`src/rtl/vmask_pkg.sv`:
```
package vmask_pkg;

   typedef enum logic [1:0] {
      ESZ_B = 2'd0,
      ESZ_H = 2'd1,
      ESZ_S = 2'd2,
      ESZ_D = 2'd3
   } esz_e;

   typedef struct packed {
      logic [7:0] opcode;
      logic       wide;
      logic [1:0] vlen;
      logic [3:0] spare;
   } desc_t;

   localparam logic [3:0] SPARE_OK = 4'b1111;
   localparam logic [1:0] VLEN_BAD = 2'b11;
   localparam int         NUM_ESZ  = 4;
   localparam int         MIN_EW   = 8;

endpackage

```
`src/rtl/vmask_decode.sv`:
```
module vmask_decode
   import vmask_pkg::*;
#(
   parameter int         MIN_VL = 128,
   parameter int         CNT_W  = 7,
   parameter logic [7:0] OPC_A  = 8'h29,
   parameter logic [7:0] OPC_B  = 8'h39
) (
   input  desc_t             desc,
   output esz_e              esz,
   output logic [CNT_W-1:0]  count,
   output logic              fault
);

   logic is_a, is_b;
   int   vl_bits;

   assign is_a = (desc.opcode == OPC_A);
   assign is_b = (desc.opcode == OPC_B);
   assign esz  = esz_e'({is_b, desc.wide});

   always_comb begin
      vl_bits = MIN_VL << desc.vlen;
      count   = CNT_W'(vl_bits >> ($clog2(MIN_EW) + int'(esz)));
   end

   assign fault = !(is_a || is_b)
                || (desc.vlen == VLEN_BAD)
                || (desc.spare != SPARE_OK);

endmodule

```
`src/rtl/vmask_lanes.sv`:
```
module vmask_lanes
   import vmask_pkg::*;
#(
   parameter int VEC_W  = 512,
   parameter int MASK_W = 64,
   parameter int CNT_W  = 7
) (
   input  logic [VEC_W-1:0]  src,
   input  esz_e              esz,
   input  logic [CNT_W-1:0]  count,
   output logic [MASK_W-1:0] mask
);

   logic [MASK_W-1:0] cand [NUM_ESZ];
   logic [MASK_W-1:0] picked;
   logic [MASK_W-1:0] keep;

   for (genvar g = 0; g < NUM_ESZ; g++) begin : g_width
      localparam int EW = MIN_EW << g;
      localparam int NE = VEC_W / EW;
      logic [MASK_W-1:0] lane_msb;
      always_comb begin
         lane_msb = '0;
         for (int j = 0; j < NE; j++) lane_msb[j] = src[j*EW + EW - 1];
      end
      assign cand[g] = lane_msb;
   end

   assign picked = cand[esz];

   always_comb begin
      for (int j = 0; j < MASK_W; j++) keep[j] = (CNT_W'(j) < count);
   end

   assign mask = picked & keep;

endmodule

```
`src/rtl/vmask_extract.sv`:
```
module vmask_extract
   import vmask_pkg::*;
#(
   parameter int         VEC_W  = 512,
   parameter int         MIN_VL = 128,
   parameter logic [7:0] OPC_A  = 8'h29,
   parameter logic [7:0] OPC_B  = 8'h39,
   localparam int        MASK_W = VEC_W / MIN_EW
) (
   input  logic              clk,
   input  logic              rst_n,
   input  logic              in_valid,
   input  logic [7:0]        in_opcode,
   input  logic              in_wide,
   input  logic [1:0]        in_vlen,
   input  logic [3:0]        in_spare,
   input  logic [VEC_W-1:0]  in_src,
   output logic              out_valid,
   output logic [MASK_W-1:0] out_mask,
   output logic              out_fault
);

   localparam int CNT_W = $clog2(MASK_W) + 1;

   if (VEC_W != MIN_VL * 4) begin : g_bad_len
      $error("vmask_extract: VEC_W must be four times MIN_VL");
   end
   if (MIN_VL % 64 != 0) begin : g_bad_min
      $error("vmask_extract: MIN_VL must hold whole 64-bit elements");
   end

   desc_t             desc;
   esz_e              esz;
   logic [CNT_W-1:0]  count;
   logic              fault;
   logic [MASK_W-1:0] lane_mask;

   assign desc = '{opcode: in_opcode, wide: in_wide, vlen: in_vlen, spare: in_spare};

   vmask_decode #(
      .MIN_VL (MIN_VL),
      .CNT_W  (CNT_W),
      .OPC_A  (OPC_A),
      .OPC_B  (OPC_B)
   ) u_dec (
      .desc  (desc),
      .esz   (esz),
      .count (count),
      .fault (fault)
   );

   vmask_lanes #(
      .VEC_W  (VEC_W),
      .MASK_W (MASK_W),
      .CNT_W  (CNT_W)
   ) u_lanes (
      .src   (in_src),
      .esz   (esz),
      .count (count),
      .mask  (lane_mask)
   );

   always_ff @(posedge clk) begin
      if (!rst_n) begin
         out_valid <= 1'b0;
         out_mask  <= '0;
         out_fault <= 1'b0;
      end else begin
         out_valid <= in_valid;
         if (in_valid) begin
            out_fault <= fault;
            out_mask  <= fault ? '0 : lane_mask;
         end
      end
   end

endmodule

```
`config.mk`:
```
export PLATFORM = sky130hd
export DESIGN_NAME = vmask_extract
export DESIGN_NICKNAME = d
export VERILOG_FILES = /design/src/rtl/vmask_pkg.sv /design/src/rtl/vmask_decode.sv /design/src/rtl/vmask_lanes.sv /design/src/rtl/vmask_extract.sv
export SDC_FILE = /design/constraint.sdc
export NUM_CORES = 1
export LEC_CHECK = 0
export BUFFER_PORTS_ARGS = -buffer_cell sky130_fd_sc_hd__buf_2
export CORE_AREA = 2 2 230 232
export DETAILED_ROUTE_END_ITERATION = 6
export DIE_AREA = 0 0 232 234
export PLACE_DENSITY = 0.3
export SLEW_MARGIN = 5
export SYNTH_ARGS = -nofsm -noshare
export SYNTH_HDL_FRONTEND = slang
export SYNTH_SLANG_ARGS = --single-unit
```
`constraint.sdc`:
```
create_clock -name clk -period 1.8 [get_ports clk]
set_clock_uncertainty 0.05 [all_clocks]
set_input_delay 0.36 -clock clk [delete_from_list [all_inputs] [get_ports clk]]
set_output_delay 0.36 -clock clk [all_outputs]
set_load 0.05 [all_outputs]
```
== After elaboration in Yosys (flattened, before gate mapping) ==
Cells that the tools add are included.

* Add/subtract/negate cells: 1
* Order comparisons: 65
* Eq/ne operators: 4
* Shift operators: 2
* Mux-type cells: 4
* Bitwise logic cells: 2
* Reductions and logical operators: 4

{| class="wikitable"
|+ Operators with widths
! kind !! number
|-
| 6-bit by 7-bit less-than comparator with 1-bit output, first input constant || 32
|-
| 64-bit 2-to-1 mux || 3
|-
| 64-bit binary-select mux with 2-bit select || 1
|-
| 5-bit by 7-bit less-than comparator with 1-bit output, first input constant || 16
|-
| 64-bit bitwise AND || 1
|-
| 4-bit by 7-bit less-than comparator with 1-bit output, first input constant || 8
|-
| 8-bit by 2-bit << shifter with 32-bit output, first input constant || 1
|-
| 32-bit by 32-bit right shift with 7-bit output || 1
|-
| 3-bit by 7-bit less-than comparator with 1-bit output, first input constant || 4
|-
| 8-bit by 6-bit equality test with 1-bit output, second input constant || 2
|-
| 1-bit by 7-bit less-than comparator with 1-bit output, first input constant || 2
|-
| 2-bit by 7-bit less-than comparator with 1-bit output, first input constant || 2
|-
| 4-bit inequality test, second input constant || 1
|-
| 2-bit by 2-bit adder with 3-bit output, first input constant || 1
|-
| 3-bit greater-or-equal comparator, second input constant || 1
|-
| 1-bit logical OR || 3
|-
| 2-bit inverter with 3-bit output || 1
|-
| 2-bit equality test, second input constant || 1
|-
| 1-bit logical NOT || 1
|}

* Flip-flop bits (word level): 66
* Input bits: 530
* Output and inout bits: 66
* Logic and storage cells: 85

== Depth between registers and ports, before layout ==
* Word-level depth: 7
* Gate-level depth with buffers: 7
* Gate-level depth less buffers: 4

== Modules after synthesis ==
A second synthesis with hierarchy kept.

* Cells, all modules: 542
* Area total of the unflattened synthesis: 4319.1 um^2

{| class="wikitable"
|+ By module, submodules not included
! module !! instances !! cells each !! area an instance (um^2) !! sequential area each (um^2)
|-
| vmask_extract || 1 || 290 || 2691.3 || 1321.3
|-
| vmask_lanes || 1 || 226 || 1423.9 || 0.0
|-
| vmask_decode || 1 || 26 || 203.9 || 0.0
|}

== Worst setup path before layout ==
Ideal clock, no wire load.

* Path type: input to register
* Start point: input port in_opcode[1]
* End point: register out_mask[6]
* Setup time: 69 ps
* Data arrival time: 1526 ps
* Data required time: 1681 ps
* Path slack: 155 ps
* Stages: 6
* Path buffers: 2
* Cells stage by stage: nor4bb_1 > buf_2 > and4_1 > buf_4 > mux2_2 > o21ai_1

* Longest elaborated chain between the ends: 7
* Elaborated cells between the ends (all ways): 15
* Those cells by class: 1 x add/sub; 1 x order compare; 2 x eq/ne; 1 x shift; 4 x mux; 2 x bitwise; 4 x reduce/logical

{| class="wikitable"
|+ RTL lines
! element !! line !! source
|-
| start: declaration || vmask_extract.sv:13 || <nowiki>input logic [7:0] in_opcode,</nowiki>
|-
| branches (longest 6 deep; another with 3-bit by 7-bit less-than comparator with 1-bit output) || n/a ||
|-
| 64-bit 2-to-1 mux * || vmask_extract.sv:72 || <nowiki>out_mask <= fault ? '0 : lane_mask;</nowiki>
|-
| end signal: assignment || vmask_extract.sv:72 ||
|-
| end: declaration || vmask_extract.sv:19 || <nowiki>output logic [MASK_W-1:0] out_mask,</nowiki>
|}

Every way passes the cells marked *. The select of a mux whose other input is x is not followed.
A chain may end at the register's enable or synchronous reset.

== Worst setup path after layout ==
* Start point: input port in_opcode[1]
* End point: register out_mask[11]

* Longest elaborated chain between the ends: 7
* Elaborated cells between the ends (all ways): 15
* Those cells by class: 1 x add/sub; 1 x order compare; 2 x eq/ne; 1 x shift; 4 x mux; 2 x bitwise; 4 x reduce/logical

{| class="wikitable"
|+ RTL lines
! element !! line
|-
| branches (longest 6 deep; another with 4-bit by 7-bit less-than comparator with 1-bit output) || n/a
|-
| 64-bit 2-to-1 mux * || vmask_extract.sv:72
|}

Marked as above.

==> impl_metrics.py <==
metrics = {
    "outcome": {
        "outcome": "completed",
    },
    "routing": {
        "vias": 2988,
        "routedWlPerCell_um": 14.0,
        "routed.top_layer": "met5",
        "first_pass_iters": 4,
        "drtIter0Drc": 89,
        "wl_met3_um": 1820,
        "avgViaCountPerCell": 2.61,
        "drc": 0,
        "m1WireLength_um": 6370,
        "wl_um": 16000,
        "ant_nets": 0,
        "wl_met2_um": 7420,
    },
    "power": {
        "p_int_mw": 2.76,
        "seqPwrFrac_pct": 39.7,
        "power_per_cell_area_nw_per_um2": 744,
        "p_leak_nw": 2.15,
        "combPwrFrac_pct": 10.5,
        "clockPowerShare_pct": 49.7,
        "ir_drop_mv": 0.694,
        "switching_share_pct": 25.0,
        "total_power_mw": 3.69,
        "switchingPower_mw": 0.923,
    },
    "critical_path": {
        "path_max_fanout": 6,
        "r2r_end": "out_mask[58]$_SDFFE_PN0P_",
        "rrSetupSlack_ps": 1100,
        "startpoint": "in_opcode[1]",
        "cp-endpoint": "out_mask[11]$_SDFFE_PN0P_",
        "worstPathRequired_ps": 1980,
        "endpoint_kind": "flop",
        "ff2ff_path_depth": 1,
        "worstPathArrival_ps": 1810,
        "r2r-start": "out_mask[58]$_SDFFE_PN0P_",
        "worstSetupPathType": "in2reg",
        "cp-start-kind": "primary input",
    },
    "grt": {
        "grt_pass1_wl_um": 22600,
        "gr-usage-all-layers_pct": 5.98,
        "grt_pass1_vias": 3072,
        "antenna_found_initial": 12,
        "grt_overflow": 0,
        "grt_max_degree": 46,
    },
    "final_layout": {
        "drive_gt1_share_pct": 50.1,
        "fin_nets": 980,
        "seq_area_um2": 1320,
        "area_growth_pct": 68.7,
        "finalInstanceArea_um2": 4950,
        "fill_cells": 6086,
        "multiInputGateArea_um2": 1470,
    },
    "floorplan": {
        "core_um2": 52000,
        "num_rows": 84,
        "start_util_pct": 5.64,
        "die_x_um": 232,
        "num_io_pins": 596,
        "die_area_um2": 54300,
        "die_height_um": 234,
    },
    "timing": {
        "finalCritPeriodShare_pct": 90.2,
        "rsz0062_at_grt": "no",
        "tightest_slew_ps": 554,
        "max_clock_freq_ghz": 0.616,
        "slew_viol_final": 0,
        "setup_ws_ps": 177,
        "fin_crit_ps": 1620,
        "setup_tns_ps": 0,
        "hold_violations": 0,
        "setup_viol": 0,
        "relSlewSlack_pct": 62.9,
    },
    "yosys": {
        "synth_seq_cells": 66,
        "synthDominantCellAreaShare_pct": 45.0,
        "ys_async_sr_fraction_pct": 0,
        "synth_common_cells": "dfxtp_1, nand2_1, a32o_2, o21ai_1, mux2i_1",
        "yosysMostFrequentCell": "dfxtp_1",
        "yosysSeqAreaShare_pct": 45.0,
        "synth_flop_cell": "dfxtp_1",
        "ys_types": 37,
        "synth_cells": 293,
        "syn-cell-area_um2": 2940,
        "synthTopCellsByArea": "dfxtp_1, a32o_2, mux2i_1, nand2_1, o21ai_1",
        "avgSynthCellArea_um2": 10.0,
        "syn_nets": 823,
        "synth_edf_count": 0,
        "synth.largest_area_cell": "dfxtp_1",
        "synth_warnings": 0,
    },
    "place": {
        "portBuffers": 147,
        "gp_congestion": 0.690,
        "dp_hpwl_um": 13000,
        "pre_cts_slack_ps": -227,
        "placed_cell_area_um2": 4650,
    },
    "clock_network": {
        "clk_latency_ps": 350,
        "clk_pin_slew_ps": 60,
        "cts_root_buffer": "clkbuf_16",
        "cts_tree": "done",
        "htreeDepth": 3,
        "cts.sinks": 66,
        "cts_hold_buf": 0,
        "cts_resized": 0,
        "cts_made_buffers": 9,
        "clock_path_buffers": 2,
        "cts_setup_buffers": 0,
    },
    "hold_path": {
        "hold_path.class": "in2reg",
        "min-delay-start": "in_src[311]",
    },
    "run": {
        "cap_violations": 0,
    },
}
[cell usage in the layout, fill, tap and decap left out, types with 6 or more instances in the layout]
master,instances
a32o_2,29
o21ai_1,23
buf_4,21
nor2b_1,11
a41oi_1,8
a221oi_1,8
o21ai_0,10
dfxtp_1,66
mux2i_1,20
nand2_1,43
buf_2,147
nor2_1,6
clkbuf_16,9
[how the worst min path moves through the flow]
stage	endpoint	slack, ps	cells past startpoint
after global routing	out_mask[60]$_SDFFE_PN0P_	180	2
after global placement	out_mask[26]$_SDFFE_PN0P_	380	2
after detailed placement	out_mask[5]$_SDFFE_PN0P_	390	2
final	out_mask[38]$_SDFFE_PN0P_	200	2
after floorplan	out_fault$_SDFFE_PN0P_	450	2
after CTS	out_mask[60]$_SDFFE_PN0P_	180	2
[area by class of cell]
cell class / instances / share of cell area (%)
Timing Repair Buffer: 173 / 20.1
Tap cell: 688 / 17.4
Clock inverter: 2 / 0.758
Inverter: 2 / 0.152
Antenna cell: 5 / 0.253
Multi-Input combinational cell: 198 / 29.6
Sequential cell: 66 / 26.7
Clock buffer: 12 / 5.18
[per-layer routing]
metal | global-route usage (%) | vias up
li1 | - | 1428
met1 | 6.64 | 1410
met2 | 9.33 | 116
met3 | 3.78 | 24
met4 | 1.94 | 10
met5 | 0 | -
[flip-flops by register name, indices dropped and copies added, names as in the netlist]
signal,count
out_mask,64
out_fault,1
out_valid,1
[power groups by stage]
stage	combinational [mW]	clock, mW	sequential (mW)
3_5_place_dp	0.399	0	1.50
6_report	0.389	1.83	1.46
4_1_cts	0.401	1.93	1.46
5_1_grt	0.431	1.98	1.46
2_1_floorplan	0.169	0	1.51
3_3_place_gp	0.400	0	1.50
[critical path, cell delays in order]
cell,delay [ps]
buf_2,110
nor4bb_4,250
buf_4,200
buf_4,140
buf_4,130
a31oi_1,90
o2111ai_2,240
buf_4,200
o21ai_1,70
[kinds of logic (layout without fill, tap and decap cells)]
| group | after synthesis | in the layout | share of synthesized area (%) |
|---|---|---|---|
| simple gates | 79 | 79 | 14.5 |
| xor+xnor | 1 | 1 | 0.298 |
| mux | 25 | 25 | 8.73 |
| buf+inv | 29 | 189 | 5.88 |
| flops | 66 | 66 | 45.0 |
| compound gates | 93 | 93 | 25.6 |
| other cells | 0 | 5 | 0 |
[stage by stage]
stage                     instances  util (%)  hold slack (ps)
after floorplan                 293         -              448
after global placement         1127      8.93              383
after detailed placement       1127      8.93              387
after CTS                      1141      9.50              175
after global routing           1143      9.51              177
final                          1146      9.52              199
(Power assumes the default switching activity.)
